### config.mk
export PLATFORM = sky130hd
export DESIGN_NAME = slk_lockbank
export DESIGN_NICKNAME = d
export VERILOG_FILES = /design/src/rtl/slk_pkg.sv /design/src/rtl/slk_decode.sv /design/src/rtl/slk_bank.sv /design/src/rtl/slk_gate.sv /design/src/rtl/slk_lockbank.sv
export SDC_FILE = /design/constraint.sdc
export NUM_CORES = 1
export LEC_CHECK = 0
export BUFFER_PORTS_ARGS = -buffer_cell sky130_fd_sc_hd__buf_4
export CAP_MARGIN = 10
export CORE_MARGIN = 2
export CORE_UTILIZATION = 50
export DETAILED_ROUTE_END_ITERATION = 8
export PLACE_DENSITY = 0.86
export SYNTH_ARGS = -nofsm -noshare
export SYNTH_HDL_FRONTEND = slang
export SYNTH_SLANG_ARGS = --single-unit
### constraint.sdc
create_clock -name clk -period 3.1 [get_ports clk]
set_clock_uncertainty 0.1 [all_clocks]
set_input_delay 0.155 -clock clk [delete_from_list [all_inputs] [get_ports clk]]
set_output_delay 0.155 -clock clk [all_outputs]
set_load 0.05 [all_outputs]
### src/rtl/slk_pkg.sv
package slk_pkg;
  localparam int unsigned SLK_BLOCKS    = 8;
  localparam int unsigned SLK_STRIDE_LG = 16;
  localparam int unsigned SLK_AW        = 32;
  localparam int unsigned SLK_DW        = 8;
  localparam logic [31:0] SLK_BASE      = 32'hFFB8_0002;

  typedef enum logic { ACC_READ = 1'b0, ACC_WRITE = 1'b1 } acc_kind_e;
endpackage

### src/rtl/slk_decode.sv
module slk_decode #(
  parameter int unsigned       AW        = 32,
  parameter int unsigned       STRIDE_LG = 16,
  parameter int unsigned       N_BLK     = 8,
  parameter int unsigned       IDX_W     = 3,
  parameter logic [AW-1:0]     BASE      = '0
) (
  input  logic [AW-1:0]    addr,
  output logic             hit,
  output logic [IDX_W-1:0] idx
);
  localparam int unsigned HI_W = AW - STRIDE_LG;

  logic [AW-1:0] off;

  assign off = addr - BASE;
  // aligned to a stride boundary and within the block count
  assign hit = (off[STRIDE_LG-1:0] == '0) && (off[AW-1:STRIDE_LG] < HI_W'(N_BLK));
  assign idx = off[STRIDE_LG +: IDX_W];
endmodule

### src/rtl/slk_bank.sv
module slk_bank #(
  parameter int unsigned N_BLK = 8,
  parameter int unsigned IDX_W = 3
) (
  input  logic             clk,
  input  logic             rst_n,
  input  logic             reinit_n,
  input  logic             wr_en,
  input  logic [IDX_W-1:0] wr_idx,
  input  logic             wr_bit,
  output logic [N_BLK-1:0] locks
);
  genvar g;
  generate
    for (g = 0; g < N_BLK; g++) begin : g_lock
      always_ff @(posedge clk or negedge rst_n) begin
        if (!rst_n)                                 locks[g] <= 1'b1;
        else if (!reinit_n)                         locks[g] <= 1'b1;
        else if (wr_en && (wr_idx == IDX_W'(g)))    locks[g] <= wr_bit;
      end
    end
  endgenerate
endmodule

### src/rtl/slk_gate.sv
module slk_gate #(
  parameter int unsigned N_BLK = 8,
  parameter int unsigned IDX_W = 3
) (
  input  logic [N_BLK-1:0] locks,
  input  logic             prot_low_n,
  input  logic             prot_top_n,
  input  logic             req,
  input  logic [IDX_W-1:0] blk,
  output logic             allow
);
  logic pin_ok;

  always_comb begin
    pin_ok = (blk == IDX_W'(N_BLK - 1)) ? prot_top_n : prot_low_n;
    allow  = req && !locks[blk] && pin_ok;
  end
endmodule

### src/rtl/slk_lockbank.sv
module slk_lockbank
  import slk_pkg::*;
#(
  parameter int unsigned       N_BLK     = SLK_BLOCKS,
  parameter int unsigned       STRIDE_LG = SLK_STRIDE_LG,
  parameter int unsigned       AW        = SLK_AW,
  parameter int unsigned       DW        = SLK_DW,
  parameter logic [SLK_AW-1:0] BASE      = SLK_BASE,
  localparam int unsigned      IDX_W     = $clog2(N_BLK),
  localparam int unsigned      ARR_AW    = STRIDE_LG + IDX_W
) (
  input  logic              clk,
  input  logic              rst_n,
  input  logic              reinit_n,
  input  logic              prot_low_n,
  input  logic              prot_top_n,
  input  logic              reg_req,
  input  logic              reg_we,
  input  logic [AW-1:0]     reg_addr,
  input  logic [DW-1:0]     reg_wdata,
  output logic [DW-1:0]     reg_rdata,
  output logic              reg_rvalid,
  input  logic              arr_req,
  input  logic [ARR_AW-1:0] arr_addr,
  output logic              arr_allow,
  output logic              arr_reject
);
  logic             reg_hit;
  logic [IDX_W-1:0] reg_idx;
  logic [N_BLK-1:0] lock_q;
  logic [IDX_W-1:0] arr_blk;
  logic             wr_en;
  acc_kind_e        kind;
  logic             unused_bits;

  assign kind        = acc_kind_e'(reg_we);
  assign wr_en       = reg_req && (kind == ACC_WRITE) && reg_hit;
  assign arr_blk     = arr_addr[ARR_AW-1 -: IDX_W];
  assign unused_bits = ^{reg_wdata[DW-1:1], arr_addr[STRIDE_LG-1:0]};

  slk_decode #(
    .AW(AW), .STRIDE_LG(STRIDE_LG), .N_BLK(N_BLK), .IDX_W(IDX_W),
    .BASE(AW'(BASE))
  ) u_decode (
    .addr(reg_addr), .hit(reg_hit), .idx(reg_idx)
  );

  slk_bank #(.N_BLK(N_BLK), .IDX_W(IDX_W)) u_bank (
    .clk(clk), .rst_n(rst_n), .reinit_n(reinit_n),
    .wr_en(wr_en), .wr_idx(reg_idx), .wr_bit(reg_wdata[0]),
    .locks(lock_q)
  );

  slk_gate #(.N_BLK(N_BLK), .IDX_W(IDX_W)) u_gate (
    .locks(lock_q), .prot_low_n(prot_low_n), .prot_top_n(prot_top_n),
    .req(arr_req), .blk(arr_blk), .allow(arr_allow)
  );

  always_ff @(posedge clk or negedge rst_n) begin
    if (!rst_n) begin
      reg_rdata  <= '0;
      reg_rvalid <= 1'b0;
      arr_reject <= 1'b0;
    end else begin
      reg_rvalid <= reg_req && (kind == ACC_READ);
      if (reg_req && (kind == ACC_READ))
        reg_rdata <= reg_hit ? DW'(lock_q[reg_idx]) : '0;
      arr_reject <= arr_req && !arr_allow;
    end
  end
endmodule

==> reports/qor.csv <==
stage,metric,value,unit
pwr,pwr dens,203,mW/mm2
pwr,Comb power frac,40.4,%
drt,Routed WL,3980,um
pwr,sequential power share,35.6,%
logic_synthesis,mux cell area share after synthesis,7.09,%
place,DP Worst Slack,0.304,ns
critical_path,CP cell instances,buf_4 > or4_1 > nor3b_1 > o2111ai_1 > a2111o_1 > nor4_4 > nand4_1 > mux2i_1,
global_route,first-pass GRT wire length,6670,um
pwr,Leak Pwr,0.850,nW
sta,Setup TNS,0,ns
critical_path,critical path data required time,3.20,ns
logic_synthesis,number of enable flip-flop cells after synthesis,0,
logic_synthesis,Post-Synthesis Cells,203,
logic_synthesis,simple-gate share of the synthesized area,45.9,%
critical_path,CP Class,in -> reg,
global_route,total gr overflow,0,
sta,fmax,387,MHz
drt,1st-iter DRT viols,106,
drt,# DRC,0,
layout,Final Net Count,324,
drt,via count,1756,
sta,final setup fails,0,
critical_path,Worst Path Arrival,2.68,ns
global_route,vias in the first global route,1552,
logic_synthesis,post-synthesis sequential area ratio,18.0,%
min_path,Hold Path End,arr_reject,
drt,post-route ant nets,0,
cts,clock latency on the worst-skew pair,0.27,ns
critical_path,Worst setup EP type,register,
place,Placer Congestion,0.894,
sta,min setup slack post-route,0.518,ns
floorplan,core box area,0.00303,mm2
logic_synthesis,"Avg Cell Area, Syn",7.83,um2
floorplan,DIE WIDTH,60.4,um
global_route,gr usage total,23.6,%
logic_synthesis,Yosys reg bits,11,
critical_path,r2r setup slk,1.51,ns
place,Port Buf Inserts,47,
cts,Root Buffer,clkbuf_4,
sta,min Tclk post-route,2.58,ns
logic_synthesis,Unique masters post-synth,58,
layout,Ant. Diodes,0,
floorplan,Initial Util,52.5,%
pwr,Sw Share,35.5,%
cts,"Reg clk slew, reported paths",0.07,ns
cts,CTS Buf Count,3,
logic_synthesis,Post-synth ARST share,100,%
cts,TritonCTS Sinks,11,
layout,layout cells sized above 1,31.8,%
global_route,largest net degree at the start of global routing,12,
place,dpl cell area,0.00197,mm2
logic_synthesis,post-synthesis compound-gate area fraction,18.9,%
logic_synthesis,"Cell Area, Synth",0.00159,mm2
drt,DRT Pass-1 Iters,4,
critical_path,Worst path slowest cell,or4_1,
sta,Final Hold Fails,0,
critical_path,RR Endpoint,reg_rdata[0],
sta,max-slew violation count,0,
floorplan,IO Pins,78,
sta,max_slew headroom,56.6,%
drt,vias per cell,5.87,
critical_path,crit start category,input pin,
logic_synthesis,Most used DFF post-synth,dfstp_2,
pwr,Psw,0.145,mW
pwr,cell-internal power,0.264,mW
logic_synthesis,Yosys warnings,0,
sta,RSZ-0062 raised after global routing,no,
critical_path,worst r2r src,u_bank.locks[4],
min_path,Worst Hold Class,in -> reg,
run,Max-Cap Viols,0,
place,Post-DP HPWL,3240,um
logic_synthesis,largest family of logic cells by synthesized area,simple AND/OR/NAND/NOR gates,
floorplan,# rows,20,
critical_path,R2R cell count,6,
pwr,Worst VDD drop,0.182,mV
pwr,clock share of power,24.0,%
min_path,Worst Hold Depth,2,
cts,CTS tree,done,
logic_synthesis,Post-Synth XOR/XNOR Area,3.23,%
layout,Post-Route Utilization,66.6,%
sta,Final period util,83.3,%
global_route,antenna violations before repair,0,
min_path,hold_sp,arr_req,
layout,Area Overhead vs Synth,26.9,%
layout,fin area,0.00202,mm2
cts,clock buffer depth,2,
sta,Slew @ Worst Pin,0.643,ns
outcome,outcome,finished clean,
logic_synthesis,Synth Area in Adders,0.787,%
floorplan,Vert. Die Dim,60.4,um
cts,H-tree lvl count,1,
drt,WL/cell,13.3,um
critical_path,CP max stage delay,0.61,ns
floorplan,DIE AREA,0.00365,mm2
critical_path,Worst Path Max Fanout,9,
[per-stage QoR]
stage               std cells  total power, mW  hold slack [ns]
floorplan                 209            0.239           -0.241
global placement          293            0.307           -0.109
detailed placement        293            0.309           -0.107
CTS                       299            0.411          0.00809
global route              299            0.434           0.0184
finish                    299            0.409          0.00929
[synth_stat cells (5+ instances only)]
cell / instances / area share, %
nand4_1: 12 / 4.7
dfstp_2: 8 / 13
o21ai_0: 13 / 4.1
mux2i_1: 9 / 5.7
nand3_1: 11 / 3.5
nor2b_1: 7 / 2.8
inv_1: 6 / 1.4
a21oi_1: 5 / 1.6
nor3_1: 18 / 5.7
nor2_1: 8 / 1.9
nand2_1: 16 / 3.8
nor3b_1: 5 / 2.4
and2b_2: 7 / 3.9
buf_4: 8 / 3.8
[area by class of cell]
class | count | area, um2
inverter | 6 | 22.5
tap | 44 | 55.1
sequential | 11 | 285
timing repair buffer | 52 | 395
multi-input combinational | 182 | 1230
fill | 273 | 1010
clock buffer | 4 | 26.3
[metal layers]
metal	vias up	GRT usage (%)	wire length, um
li1	884	-	-
met1	808	35.6	1970
met2	62	35.7	1740
met3	2	4.26	249
met4	0	3.49	19
met5	-	0	0
[worst max-delay path, delay by kind of cell]
kind            cells  cell delay (ns)
mux                 1             0.22
compound gates      2             0.59
buf+inv             1             0.11
simple gates        4             1.59
[worst max-delay path by stage]
stage	start	to	slack, ns	cells after the start
global route	reg_addr[4]	u_bank.locks[1]	0.34	8
detailed placement	reg_addr[4]	u_bank.locks[5]	0.30	8
CTS	reg_addr[4]	u_bank.locks[5]	0.56	8
global placement	reg_addr[4]	u_bank.locks[7]	0.31	8
floorplan	reg_addr[18]	u_bank.locks[0]	0.66	6
finish	reg_addr[4]	u_bank.locks[5]	0.52	8
[kinds of logic (layout without fill, tap and decap cells)]
group                      Yosys count  count (layout)
DFF                                 11              11
and+or+nand+nor                    117             117
muxes                               10              10
other                                1               7
xor gates and xnor gates             5               5
AOI/OAI and AO/OA                   42              42
adders and majority gates            1               1
buffers and inverters               16              62
[flip-flops by register name (all words and copies together), names as in the netlist]
register	count
reg_rdata	1
reg_rvalid	1
u_bank.locks	8
arr_reject	1
[power groups by stage]
stage                     Sequential (mW)  Combinational, mW  Clock (mW)
final                               0.146              0.165      0.0982
after global routing                0.146              0.181       0.107
after CTS                           0.146              0.164       0.102
after detailed placement            0.148              0.161           0
after global placement              0.148              0.159           0
after floorplan                     0.153             0.0861           0
[timing repair]
| action | CTS | global route |
|---|---|---|
| gates resized for setup | 0 | 0 |
| hold buffers | 2 | 0 |
| endpoints found under the hold margin | 12 | 0 |
| setup buffers | 0 | 0 |
[layout by cell type, fill, tap and decap left out, types with 7 or more instances in the layout]
master and count:
nand4_1 12, nor2b_1 7, o21ai_0 13, nand2_1 16, nand3_1 11, conb_1 7, and2b_2 7, buf_4 50
mux2i_1 9, nor2_1 8, dfstp_2 8, nor3_1 18
(Power assumes the default switching activity.)
